[config.mk]
export PLATFORM = sky130hd
export DESIGN_NAME = ovp_latch_ctrl
export DESIGN_NICKNAME = d
export VERILOG_FILES = /design/src/rtl/ovp_pkg.sv /design/src/rtl/ovp_thresh.sv /design/src/rtl/ovp_compare.sv /design/src/rtl/ovp_fsm.sv /design/src/rtl/ovp_phase_drv.sv /design/src/rtl/ovp_latch_ctrl.sv
export SDC_FILE = /design/constraint.sdc
export NUM_CORES = 1
export LEC_CHECK = 0
export BUFFER_PORTS_ARGS = -buffer_cell sky130_fd_sc_hd__buf_2
export CELL_PAD_IN_SITES_DETAIL_PLACEMENT = 1
export CELL_PAD_IN_SITES_GLOBAL_PLACEMENT = 1
export CORE_MARGIN = 4
export CORE_UTILIZATION = 35
export CTS_CLUSTER_SIZE = 40
export DETAILED_ROUTE_END_ITERATION = 16
export PLACE_DENSITY_LB_ADDON = 0.1
export SYNTH_ARGS = -nofsm -noshare
export SYNTH_HDL_FRONTEND = slang
export SYNTH_SLANG_ARGS = --single-unit
export TNS_END_PERCENT = 50
[constraint.sdc]
create_clock -name clk -period 3.5 [get_ports clk]
set_clock_uncertainty 0.2 [all_clocks]
set_input_delay 0.175 -clock clk [delete_from_list [all_inputs] [get_ports clk]]
set_output_delay 0.175 -clock clk [all_outputs]
set_load 0.005 [all_outputs]
[src/rtl/ovp_pkg.sv]
// Shared types for the overvoltage protection controller.
// Assumes: drive state encoding is fixed at two bits; 11 is never produced.
package ovp_pkg;
    typedef enum logic [1:0] {
        DRV_NORMAL = 2'b00,
        DRV_LOW    = 2'b01,
        DRV_HIZ    = 2'b10
    } drv_state_e;
endpackage

[src/rtl/ovp_thresh.sv]
// Computes the trip level and the release level from the DAC code.
// Trip level: a fixed code before VID is valid, DAC + TRIP_OFS afterwards.
// Release level: DAC + REL_OFS. Both additions saturate at the code maximum.
// Assumes: FIX_TRIP, TRIP_OFS and REL_OFS fit in CODE_W bits.
module ovp_thresh #(
    parameter int CODE_W   = 8,
    parameter int FIX_TRIP = 204,
    parameter int TRIP_OFS = 28,
    parameter int REL_OFS  = 12
) (
    input  logic              clk,
    input  logic              rst_n,
    input  logic              vid_ok,
    input  logic [CODE_W-1:0] dac_code,
    output logic [CODE_W-1:0] trip_thr,
    output logic [CODE_W-1:0] rel_thr
);
    localparam int SUM_W = CODE_W + 1;
    localparam logic [SUM_W-1:0]  TRIP_OFS_W = SUM_W'(TRIP_OFS);
    localparam logic [SUM_W-1:0]  REL_OFS_W  = SUM_W'(REL_OFS);
    localparam logic [CODE_W-1:0] FIX_W      = CODE_W'(FIX_TRIP);
    localparam logic [CODE_W-1:0] CODE_MAX   = {CODE_W{1'b1}};

    logic [SUM_W-1:0]  trip_sum;
    logic [SUM_W-1:0]  rel_sum;
    logic [CODE_W-1:0] trip_dac;

    // Widened additions so the carry shows the overflow.
    always_comb begin
        trip_sum = {1'b0, dac_code} + TRIP_OFS_W;
        rel_sum  = {1'b0, dac_code} + REL_OFS_W;
    end

    // Saturate the sums and pick the trip level for the current phase.
    always_comb begin
        trip_dac = trip_sum[CODE_W] ? CODE_MAX : trip_sum[CODE_W-1:0];
        rel_thr  = rel_sum[CODE_W]  ? CODE_MAX : rel_sum[CODE_W-1:0];
        trip_thr = vid_ok ? trip_dac : FIX_W;
    end

    // saturation never wraps a level below the reference.
    assert_sat_no_wrap_R11: assert property (@(posedge clk) disable iff (!rst_n)
        vid_ok |-> (trip_thr >= dac_code) && (rel_thr >= dac_code));
endmodule

[src/rtl/ovp_compare.sv]
// Digital comparators: the overvoltage is a strict exceed of the trip
// level, and the release is a strict drop below the release level.
// Assumes: the overvoltage report is gated off while the supply is below POR.
module ovp_compare #(
    parameter int CODE_W = 8
) (
    input  logic              por_ok,
    input  logic [CODE_W-1:0] vsense_code,
    input  logic [CODE_W-1:0] trip_thr,
    input  logic [CODE_W-1:0] rel_thr,
    output logic              ov_live,
    output logic              below_rel
);
    // Compare the sensed code against both levels.
    always_comb begin
        ov_live   = por_ok && (vsense_code > trip_thr);
        below_rel = vsense_code < rel_thr;
    end
endmodule

[src/rtl/ovp_fsm.sv]
// Protection state machine and fault latch.
// A live overvoltage forces low in the same cycle and is registered.
// The forced-low state moves to high impedance after the release.
// A clear happens on a rising edge of either enable or while the supply is low.
// Assumes: enables are synchronous to clk.
module ovp_fsm
    import ovp_pkg::*;
(
    input  logic       clk,
    input  logic       rst_n,
    input  logic       por_ok,
    input  logic       enable_main,
    input  logic       enable_aux,
    input  logic       ov_live,
    input  logic       below_rel,
    output drv_state_e drv_state,
    output logic       fault
);
    drv_state_e st_q;
    logic       fault_q;
    logic [1:0] en_q;
    logic       clr;

    // Remember the enables to detect their rising edges.
    always_ff @(posedge clk) begin
        if (!rst_n) en_q <= 2'b00;
        else        en_q <= {enable_aux, enable_main};
    end

    // A clear request is a 0-to-1 transition on either enable.
    always_comb clr = |({enable_aux, enable_main} & ~en_q);

    // State and latch update. Supply loss wins, then a trip, then a clear,
    // then the release.
    always_ff @(posedge clk) begin
        if (!rst_n) begin
            st_q    <= DRV_NORMAL;
            fault_q <= 1'b0;
        end else if (!por_ok) begin
            st_q    <= DRV_NORMAL;
            fault_q <= 1'b0;
        end else if (ov_live) begin
            st_q    <= DRV_LOW;
            fault_q <= 1'b1;
        end else if (clr) begin
            st_q    <= DRV_NORMAL;
            fault_q <= 1'b0;
        end else if (st_q == DRV_LOW && below_rel) begin
            st_q    <= DRV_HIZ;
        end
    end

    // Output state: a live trip overrides; no protection without supply.
    always_comb begin
        if (ov_live)      drv_state = DRV_LOW;
        else if (!por_ok) drv_state = DRV_NORMAL;
        else              drv_state = st_q;
        fault = fault_q | ov_live;
    end

    // a live trip is registered as forced low.
    assert_trip_registers_low_R4: assert property (@(posedge clk) disable iff (!rst_n)
        ov_live |=> st_q == DRV_LOW && fault_q);

    // forced low with the release met and no clear goes to high impedance.
    assert_release_to_hiz_R5: assert property (@(posedge clk) disable iff (!rst_n)
        (por_ok && st_q == DRV_LOW && !ov_live && below_rel && !clr) |=> st_q == DRV_HIZ);

    // the latch holds with the supply up and no clear.
    assert_latch_holds_R7: assert property (@(posedge clk) disable iff (!rst_n)
        (fault_q && por_ok && !clr) |=> fault_q);

    // a clear without a trip returns to normal.
    assert_enable_clears_R8: assert property (@(posedge clk) disable iff (!rst_n)
        (clr && por_ok && !ov_live) |=> (st_q == DRV_NORMAL) && !fault_q);

    // supply loss clears the latch.
    assert_por_clears_R9: assert property (@(posedge clk) disable iff (!rst_n)
        !por_ok |=> !fault_q);
endmodule

[src/rtl/ovp_phase_drv.sv]
// Drive gating for a single phase. Normal passes the modulator level,
// forced low drives 0, and high impedance drops the output-enable.
// Assumes: the driver reads pwm_oe == 0 as the tristate request.
module ovp_phase_drv
    import ovp_pkg::*;
(
    input  drv_state_e drv_state,
    input  logic       pwm_req,
    output logic       pwm_out,
    output logic       pwm_oe
);
    // Gate the level and the enable from the shared drive state.
    always_comb begin
        pwm_out = (drv_state == DRV_NORMAL) && pwm_req;
        pwm_oe  = (drv_state != DRV_HIZ);
    end
endmodule

[src/rtl/ovp_latch_ctrl.sv]
// Top of the latching overvoltage protection controller.
// It chains threshold selection, comparison, the state machine and one
// drive gate for each phase.
// Assumes: all inputs are synchronous to clk; codes are unsigned, 6.25 mV/LSB.
module ovp_latch_ctrl
    import ovp_pkg::*;
#(
    parameter int CODE_W   = 8,
    parameter int NPH      = 4,
    parameter int FIX_TRIP = 204,
    parameter int TRIP_OFS = 28,
    parameter int REL_OFS  = 12
) (
    input  logic              clk,
    input  logic              rst_n,
    input  logic              por_ok,
    input  logic              enable_main,
    input  logic              enable_aux,
    input  logic              vid_ok,
    input  logic [CODE_W-1:0] vsense_code,
    input  logic [CODE_W-1:0] dac_code,
    input  logic [NPH-1:0]    pwm_req,
    output logic [NPH-1:0]    pwm_out,
    output logic [NPH-1:0]    pwm_oe,
    output logic [1:0]        drv_state,
    output logic              ov_fault
);
    logic [CODE_W-1:0] trip_thr;
    logic [CODE_W-1:0] rel_thr;
    logic              ov_live;
    logic              below_rel;
    drv_state_e        st;

    ovp_thresh #(
        .CODE_W(CODE_W), .FIX_TRIP(FIX_TRIP),
        .TRIP_OFS(TRIP_OFS), .REL_OFS(REL_OFS)
    ) u_thresh (
        .clk(clk), .rst_n(rst_n), .vid_ok(vid_ok), .dac_code(dac_code),
        .trip_thr(trip_thr), .rel_thr(rel_thr)
    );

    ovp_compare #(.CODE_W(CODE_W)) u_cmp (
        .por_ok(por_ok), .vsense_code(vsense_code),
        .trip_thr(trip_thr), .rel_thr(rel_thr),
        .ov_live(ov_live), .below_rel(below_rel)
    );

    ovp_fsm u_fsm (
        .clk(clk), .rst_n(rst_n), .por_ok(por_ok),
        .enable_main(enable_main), .enable_aux(enable_aux),
        .ov_live(ov_live), .below_rel(below_rel),
        .drv_state(st), .fault(ov_fault)
    );

    // One drive gate per phase.
    for (genvar p = 0; p < NPH; p++) begin : g_phase
        ovp_phase_drv u_drv (
            .drv_state(st), .pwm_req(pwm_req[p]),
            .pwm_out(pwm_out[p]), .pwm_oe(pwm_oe[p])
        );
    end

    always_comb drv_state = st;

    // PWM stays blocked while the fault is reported.
    assert_pwm_blocked_R7: assert property (@(posedge clk) disable iff (!rst_n)
        (por_ok && ov_fault) |-> pwm_out == '0);
endmodule

# Word-level counts from Yosys, hierarchy flattened
# Cells that the tools add are included.
# Widths: inputs -> output; s select.
classes:
  n_addsub: 2
  n_lt_le_gt_ge: 2
  n_eq_ne: 2
  muxes: 10
  bitwise: 5
  reduce_logical: 12
op_table:
  columns: ["op", "n"]
  rows:
  - ["$mux 8", 3]
  - ["$add 8x4->9 const B", 1]
  - ["$add 8x5->9 const B", 1]
  - ["$gt 8x8->1", 1]
  - ["$lt 8x8->1", 1]
  - ["$logic_and 1x1->1", 6]
  - ["$mux 1", 5]
  - ["$reduce_or 5->1", 1]
  - ["$mux 2", 2]
  - ["$reduce_bool 3->1", 1]
  - ["$and 2x2->2", 1]
  - ["$eq 2x1->1 const B", 1]
  - ["$logic_not 2->1", 1]
  - ["$ne 2x2->1 const B", 1]
  - ["$not 1->1", 2]
  - ["$not 2->2", 1]
  - ["$reduce_and 2->1", 1]
  - ["$reduce_bool 2->1", 1]
  - ["$reduce_or 2->1", 1]
  - ["$or 1x1->1", 1]
word_totals:
  ff_bits: 5
  input_bits: 26
  word_cells: 37

# Depth between registers and ports, before layout
# Gate-level depths: netlist of the first run.
logic_depth:
  word_depth: 8
  mapped_depth: 12
  depth_no_buf: 11

# Cells and area by module
# Synthesis of the first run repeated with hierarchy kept, for this count alone.
hier_totals:
  cells_unflattened: 126
  area_unflattened_um2: 979.7
modules_own_cells:
  columns: ["module", "n_inst", "cells_per_inst", "area_per_inst_um2", "seq_area_each_um2"]
  rows:
  - ["ovp_compare", 1, 53, 367.9, 0.0]
  - ["ovp_thresh", 1, 44, 314.1, 0.0]
  - ["ovp_fsm", 1, 21, 222.7, 100.1]
  - ["ovp_phase_drv", 4, 2, 18.8, 0.0]

# Worst setup path before layout of the first run
# Ideal clock, no wire load.
synth_path:
  kind: "input -> output"
  start: "input port dac_code[2]"
  end: "output port pwm_oe[0]"
  t_arrival_ns: 2.190
  slack_ns: 0.935
  path_stages: 12
  cell_sequence: "inv_1 -> ha_1 -> nor2b_1 -> o21ai_0 -> o22ai_1 -> and2_1 -> ha_1 -> a21oi_1 -> o21ai_0 -> o22ai_1 -> nand4_1 -> buf_4"
synth_via:
  elab_chain_cells: 7
synth_rtl:
  columns: ["item", "line", "rtl"]
  rows:
  - ["start: declaration", "ovp_latch_ctrl.sv:21", "input logic [CODE_W-1:0] dac_code,"]
  - ["$add 8x5->9", "ovp_thresh.sv:30", "trip_sum = {1'b0, dac_code} + TRIP_OFS_W;"]
  - ["$mux 8", "ovp_thresh.sv:36", "trip_dac = trip_sum[CODE_W] ? CODE_MAX : trip_sum[CODE_W-1:0];"]
  - ["$mux 8", "ovp_thresh.sv:38", "trip_thr = vid_ok ? trip_dac : FIX_W;"]
  - ["$gt 8x8->1", "ovp_compare.sv:16", "ov_live = por_ok && (vsense_code > trip_thr);"]
  - ["$logic_and 1x1->1", "ovp_compare.sv:16", null]
  - ["$mux 2", "ovp_fsm.sv:55", "if (ov_live) drv_state = DRV_LOW;"]
  - ["$ne 2x2->1", "ovp_phase_drv.sv:15", "pwm_oe = (drv_state != DRV_HIZ);"]
  - ["end: declaration", "ovp_latch_ctrl.sv:24", "output logic [NPH-1:0] pwm_oe,"]
# Every way passes these cells.

# Final worst setup path of the first run
layout_path:
  start: "input port dac_code[2]"
  end: "output port pwm_oe[3]"
# Same word-level chain as after synthesis.

==> results of run 1 <==
## final cells by class
class,count,area (um^2),area share
tap,28,35.0,0.0320
timing repair buffer,40,220,0.201
inverter,8,30.0,0.0274
multi-input combinational,96,683,0.624
sequential,5,100,0.0914
clock buffer,4,26.3,0.0240
## worst max-delay path, stage by stage
cell	delay (ns)
buf_2	0.12
inv_1	0.07
ha_1	0.22
nor2b_1	0.30
o21ai_0	0.16
o22ai_1	0.16
and2_1	0.14
ha_1	0.24
a21oi_1	0.15
o21ai_0	0.16
o22ai_1	0.44
nand4_1	0.26
buf_2	0.20
## metal layers
layer	GRT usage	vias to the layer above	routed length, um
li1	-	490	-
met1	0.198	457	1160
met2	0.290	31	1320
met3	0.0379	0	140
met4	0.0199	0	0
met5	0	-	0
## final timing paths
check / startpoint / endpoint / slack [ns]
setup reg to reg: u_fsm.en_q[0] / u_fsm.st_q[0] / 2.20
hold reg to reg: u_fsm.fault_q / u_fsm.fault_q / 0.27
hold / removal: rst_n / u_fsm.fault_q / 0.05
setup / recovery: dac_code[2] / pwm_oe[3] / 0.33
## per-stage QoR
| stage | setup slack (ns) | instances |
|---|---|---|
| 5_1_grt | 0.0134 | 181 |
| 2_1_floorplan | 0.935 | 118 |
| 6_report | 0.332 | 181 |
| 3_3_place_gp | 0.489 | 173 |
| 3_5_place_dp | 0.339 | 173 |
| 4_1_cts | 0.320 | 181 |
## state kept, by name, indices dropped and copies added (netlist names)
signal	cells
u_fsm.en_q	2
u_fsm.fault_q	1
u_fsm.st_q	2
## Yosys cell counts (3+ instances only)
cell       n
o21ai_0    6
and3_1     3
a21oi_1   12
ha_1      16
o22ai_1    3
and2_1     7
nand2b_1   3
nand4_1    4
buf_4      9
dfxtp_1    5
inv_1      8
nor2b_1    4
nor2_1     9
nand3_1    3
nand2_1    6
o211ai_1   3
## power breakdown
group	internal (mW)	switching, mW	total [mW]
Sequential	0.0599	0.00163	0.0615
Clock	0.0431	0.0233	0.0663
Combinational	0.0542	0.0641	0.118
## cell usage in the layout (no fill, tap or decap), types with 4 or more instances in the layout
cell           instances
o21ai_0                6
nor2_1                 9
and2_1                 7
dfxtp_1                5
buf_2                 36
dlygate4sd3_1          4
ha_1                  16
nor2b_1                4
a21oi_1               12
inv_1                  8
nand4_1                4
nand2_1                6
## kinds of logic (layout without fill, tap and decap cells)
family                   Yosys count  count (layout)  synth area share
flip-flops                         5               5             0.114
buffers and inverters             17              52             0.111
XOR/XNOR                           2               2            0.0199
AO/OA/AOI/OAI                     34              34             0.253
AND/OR/NAND/NOR                   44              44             0.276
adder cells (fa/ha/maj)           16              16             0.227
==> reports/summary.txt, run 1 <==
Cell chosen for the clock root: clkbuf_4
Maximum vdd drop: 0.000153 V
Skew-Pair Late Insertion Delay: 0.24 ns
Placer congestion estimate: 0.861
RSZ-0062 raised after global routing: no
Final nets: 196
Resized cells post-CTS: 0
Number of inserted diodes: 0
Final hold violation count: 0
Filler instances: 310
Global-route wire length before repair: 4300 um
Total number of placement rows: 17
Overall Global Routing Usage: 0.161
Part of the Yosys area used for sequential elements: 0.114
Setup Viol. Count Final: 0
Initial core utilization: 0.383
WS Path Type: in -> out
CTS H-tree lvls: 1
Number of top-level pins: 37
Static leakage: 0.539 nW
Clock tree from TritonCTS: yes
Sink Count: 5
Path class of the lowest-slack min-delay path: in -> reg
Max FO, Critical Path: 7
Net count after synthesis: 160
Hold buffers post-CTS: 4
Period minus WS final: 3.17 ns
Async SR Flop Fraction: 0
Worst EP required: 3.12 ns
Worst hold path depth: 3
Number of enable-type register cells in the synthesized netlist: 0
Worst Reg2Reg Path Length in Cells: 5
Final total negative setup slack: 0 ns
Max Buffers Root-to-Sink: 2
Power per Cell Area: 225 nW/um^2
Count of unique library cells instantiated by Yosys: 30
Data arrival time of the worst path: 2.79 ns
Pin count of the biggest net entering global routing: 9
Post-layout instance area: 1090 um^2
Clock Pin Slew Worst Setup and Hold Paths: 0.04 ns
Number of warnings issued by yosys: 0
DIE WIDTH: 58.2 um
Final Util: 0.477
Number of buffers added on ports: 36
Worst-Margin Slew: 0.549 ns
Maximum capacitance violations: 0
Die Y: 58.2 um
Prevailing post-synth register cell: dfxtp_1
Via density: 5.40
Cells after synthesis: 118
Detailed Route WL: 2620 um
Worst Hold Slack: 0.0489 ns
Instance area at placement: 1030 um^2
Flop and latch count out of synthesis: 5
Synth-to-layout area growth: 24.3%
Syn Area/Cell: 7.46 um^2
Cells taking the most area after synthesis: ha_1 (23%), dfxtp_1 (11%), buf_4 (7.7%)
Mapped Area: 881 um^2
Remaining DRCs: 0
Critical Path Start Type: input pin
F_max: 0.316 GHz
Share of layout cells above drive strength 1: 0.281
Area leader, netlist: ha_1
Result of the run: finished, final reports clean
Number of global-route vias before repair: 1008
Post-detailed-placement half-perimeter wirelength: 2280 um
Wire per inst: 14.5 um
Setup Buffers After CTS: 0
Number of nets still failing antenna checks after routing: 0
Starting DRT DRC Count: 8
Area of the die: 3380 um^2
Final Cycle Share: 0.905
CORE AREA: 2300 um^2
Slew HR: 0.629
Total CTS buffers: 3
Total global routing overflow: 0
Routed vias: 978
Top-area cell type share of the netlist area: 0.227
Max Slew Vio Count: 0
Total Power: 246 uW
Antenna violations before repair: 0
Number of search-and-repair iterations in the first detailed-routing pass: 4
CP endpoint kind: output port
(Power assumes the default switching activity.)
==> run 2: changes to the inputs <==
BUFFER_PORTS_ARGS = not set   (was -buffer_cell sky130_fd_sc_hd__buf_2)
CORE_UTILIZATION = 40   (was 35)
DONT_BUFFER_PORTS = 1   (was not set)
==> run 2 against run 1 <==
Net effect:
- combinational power is 22% lower
- total power down 11%
- global-route usage grew 1.5 points
- critical endpoint is now pwm_oe[0]
- flip-flop and latch count is the same
- worst setup slack better by 0.24 ns
- clock power down 0.6%
- wire length shrank 10%
- non-clock buffer count is 34 lower
- die area shrank 11%
- count of clock-buffer cells in the layout unchanged
- final area is 15% lower
==> reports/summary.txt, run 2 (synthesis results as in run 1) <==
Result of the run: finished, final reports clean
CORE AREA: 2020 um^2
Power per Cell Area: 236 nW/um^2
Final Non-Filler Cells: 146
Post-detailed-placement half-perimeter wirelength: 1990 um
Critical Path Start Type: input pin
Internal power: 145 uW
Max Buffers Root-to-Sink: 2
Net switching fraction of the power: 0.342
Initial core utilization: 0.436
Final total negative setup slack: 0 ns
Via density: 5.76
Worst hold path depth: 4
Worst EP required: 3.12 ns
Slew HR: 0.642
Combined buffer and inverter count along the critical path: 1
Cell-by-cell listing of the critical path: inv_1 > ha_1 > nor2b_1 > o21ai_0 > o22ai_1 > and2_1 > ha_1 > a21oi_1 > o21ai_0 > o22ai_1 > nand4_1
Remaining DRCs: 0
Most frequent standard cell in the layout excluding fill and tap cells: ha_1
Clock share of power: 0.299
Antenna violations before repair: 0
Instance area at placement: 847 um^2
Area of the die: 3020 um^2
Worst-Margin Slew: 0.531 ns
Total Power: 220 uW
Total number of placement rows: 16
CTS H-tree lvls: 1
Synth-to-layout area growth: 5.97%
Most used cells in the layout excluding fill and tap cells: ha_1 (16), a21oi_1 (12), nor2_1 (9)
Critical path depth: 11
RSZ-0062 raised after global routing: no
Global-route wire length before repair: 3860 um
NetSw: 75.3 uW
Worst Hold End: u_fsm.st_q[0]
Pin count of the biggest net entering global routing: 9
Max FO, Critical Path: 7
Path class of the lowest-slack min-delay path: in -> reg
Number of nets still failing antenna checks after routing: 0
Worst Reg2Reg Path Length in Cells: 4
WS Path Type: in -> out
DIE WIDTH: 54.9 um
R2R Setup Slk: 2.22 ns
Die Y: 54.9 um
Total CTS buffers: 3
CP endpoint kind: output port
Crit path largest cell delay: 0.43 ns
Cell total after placement: 136
Period minus WS final: 2.92 ns
Number of search-and-repair iterations in the first detailed-routing pass: 4
Detailed Route WL: 2350 um
Sink Count: 5
Register share of total power: 0.280
Number of inserted diodes: 0
Clock tree from TritonCTS: yes
Data arrival time of the worst path: 2.55 ns
F_max: 0.342 GHz
Wire per inst: 16.1 um
Worst r2r dst: u_fsm.st_q[0]
Total global routing overflow: 0
Maximum capacitance violations: 0
Startpoint of the worst hold path: rst_n
Starting DRT DRC Count: 10
Setup Buffers After CTS: 0
Post-layout instance area: 933 um^2
R2r startpoint: u_fsm.st_q[1]
Filler instances: 254
Static leakage: 0.406 nW
Number of top-level pins: 37
Number of global-route vias before repair: 909
Worst Hold Slack: 0.0171 ns
Cell family with the largest share of critical-path delay: compound AO/OA/AOI/OAI gates
Hold buffers post-CTS: 6
Setup Viol. Count Final: 0
Overall Global Routing Usage: 0.176
Worst-path cell with the longest stage delay: o22ai_1
Maximum vdd drop: 0.000195 V
Final Cycle Share: 0.836
Biggest regs: u_fsm.en_q (2), u_fsm.st_q (2), u_fsm.fault_q (1)
Placer congestion estimate: 0.765
Resized cells post-CTS: 0
Final nets: 162
Skew-Pair Late Insertion Delay: 0.24 ns
Clock Pin Slew Worst Setup and Hold Paths: 0.04 ns
Final hold violation count: 0
Max Slew Vio Count: 0
Cell chosen for the clock root: clkbuf_4
Share of layout cells above drive strength 1: 0.0588
Share of power burned in combinational logic: 0.421
Routed vias: 841
Number of buffers added on ports: 0
[run 2: cell types whose count changed in the layout (fill, tap and decap cells not counted)]
cell	delta
dlygate4sd3_1	+2
buf_2	-36
[run 2: layer usage]
layer | wire [um] | vias up | track usage
met5 | 0 | - | 0
met4 | 0 | 0 | 0.0121
met3 | 165 | 0 | 0.0483
met2 | 1110 | 28 | 0.313
met1 | 1080 | 390 | 0.219
li1 | - | 423 | -
[run 2: how the worst max path moves through the flow]
| stage | startpoint | to |
|---|---|---|
| final | dac_code[2] | pwm_oe[0] |
| after global routing | dac_code[2] | pwm_out[3] |
| after CTS | dac_code[2] | pwm_out[1] |
| after detailed placement | dac_code[2] | pwm_out[1] |
| after global placement | dac_code[2] | pwm_out[1] |
| after floorplan | dac_code[2] | pwm_oe[0] |
[run 2: cell type report]
class                           instances  area [um^2]  area share
Sequential cell                         5          100       0.107
Timing Repair Buffer                    6         60.1      0.0643
Clock buffer                            4         26.3      0.0282
Inverter                                8         30.0      0.0322
Tap cell                               27         33.8      0.0362
Multi-Input combinational cell         96          683       0.732
[run 2: power groups by stage]
stage               combinational (mW)  clock [mW]  sequential, mW
floorplan                       0.0754           0          0.0619
global placement                0.0838           0          0.0623
detailed placement              0.0871           0          0.0624
CTS                             0.0938      0.0683          0.0615
global route                     0.107      0.0731          0.0619
finish                          0.0926      0.0659          0.0616
[run 2: per-stage QoR]
stage | setup slack [ns] | util
after floorplan | 0.935 | -
after global placement | 0.670 | 0.419
after detailed placement | 0.580 | 0.419
after CTS | 0.575 | 0.462
after global routing | 0.209 | 0.462
final | 0.575 | 0.462
[run 2: tightest hold or removal path, stage by stage]
cell and delay [ns]:
nand2_1 0.06, nor2b_1 0.05, nand2_1 0.06, o22ai_1 0.06
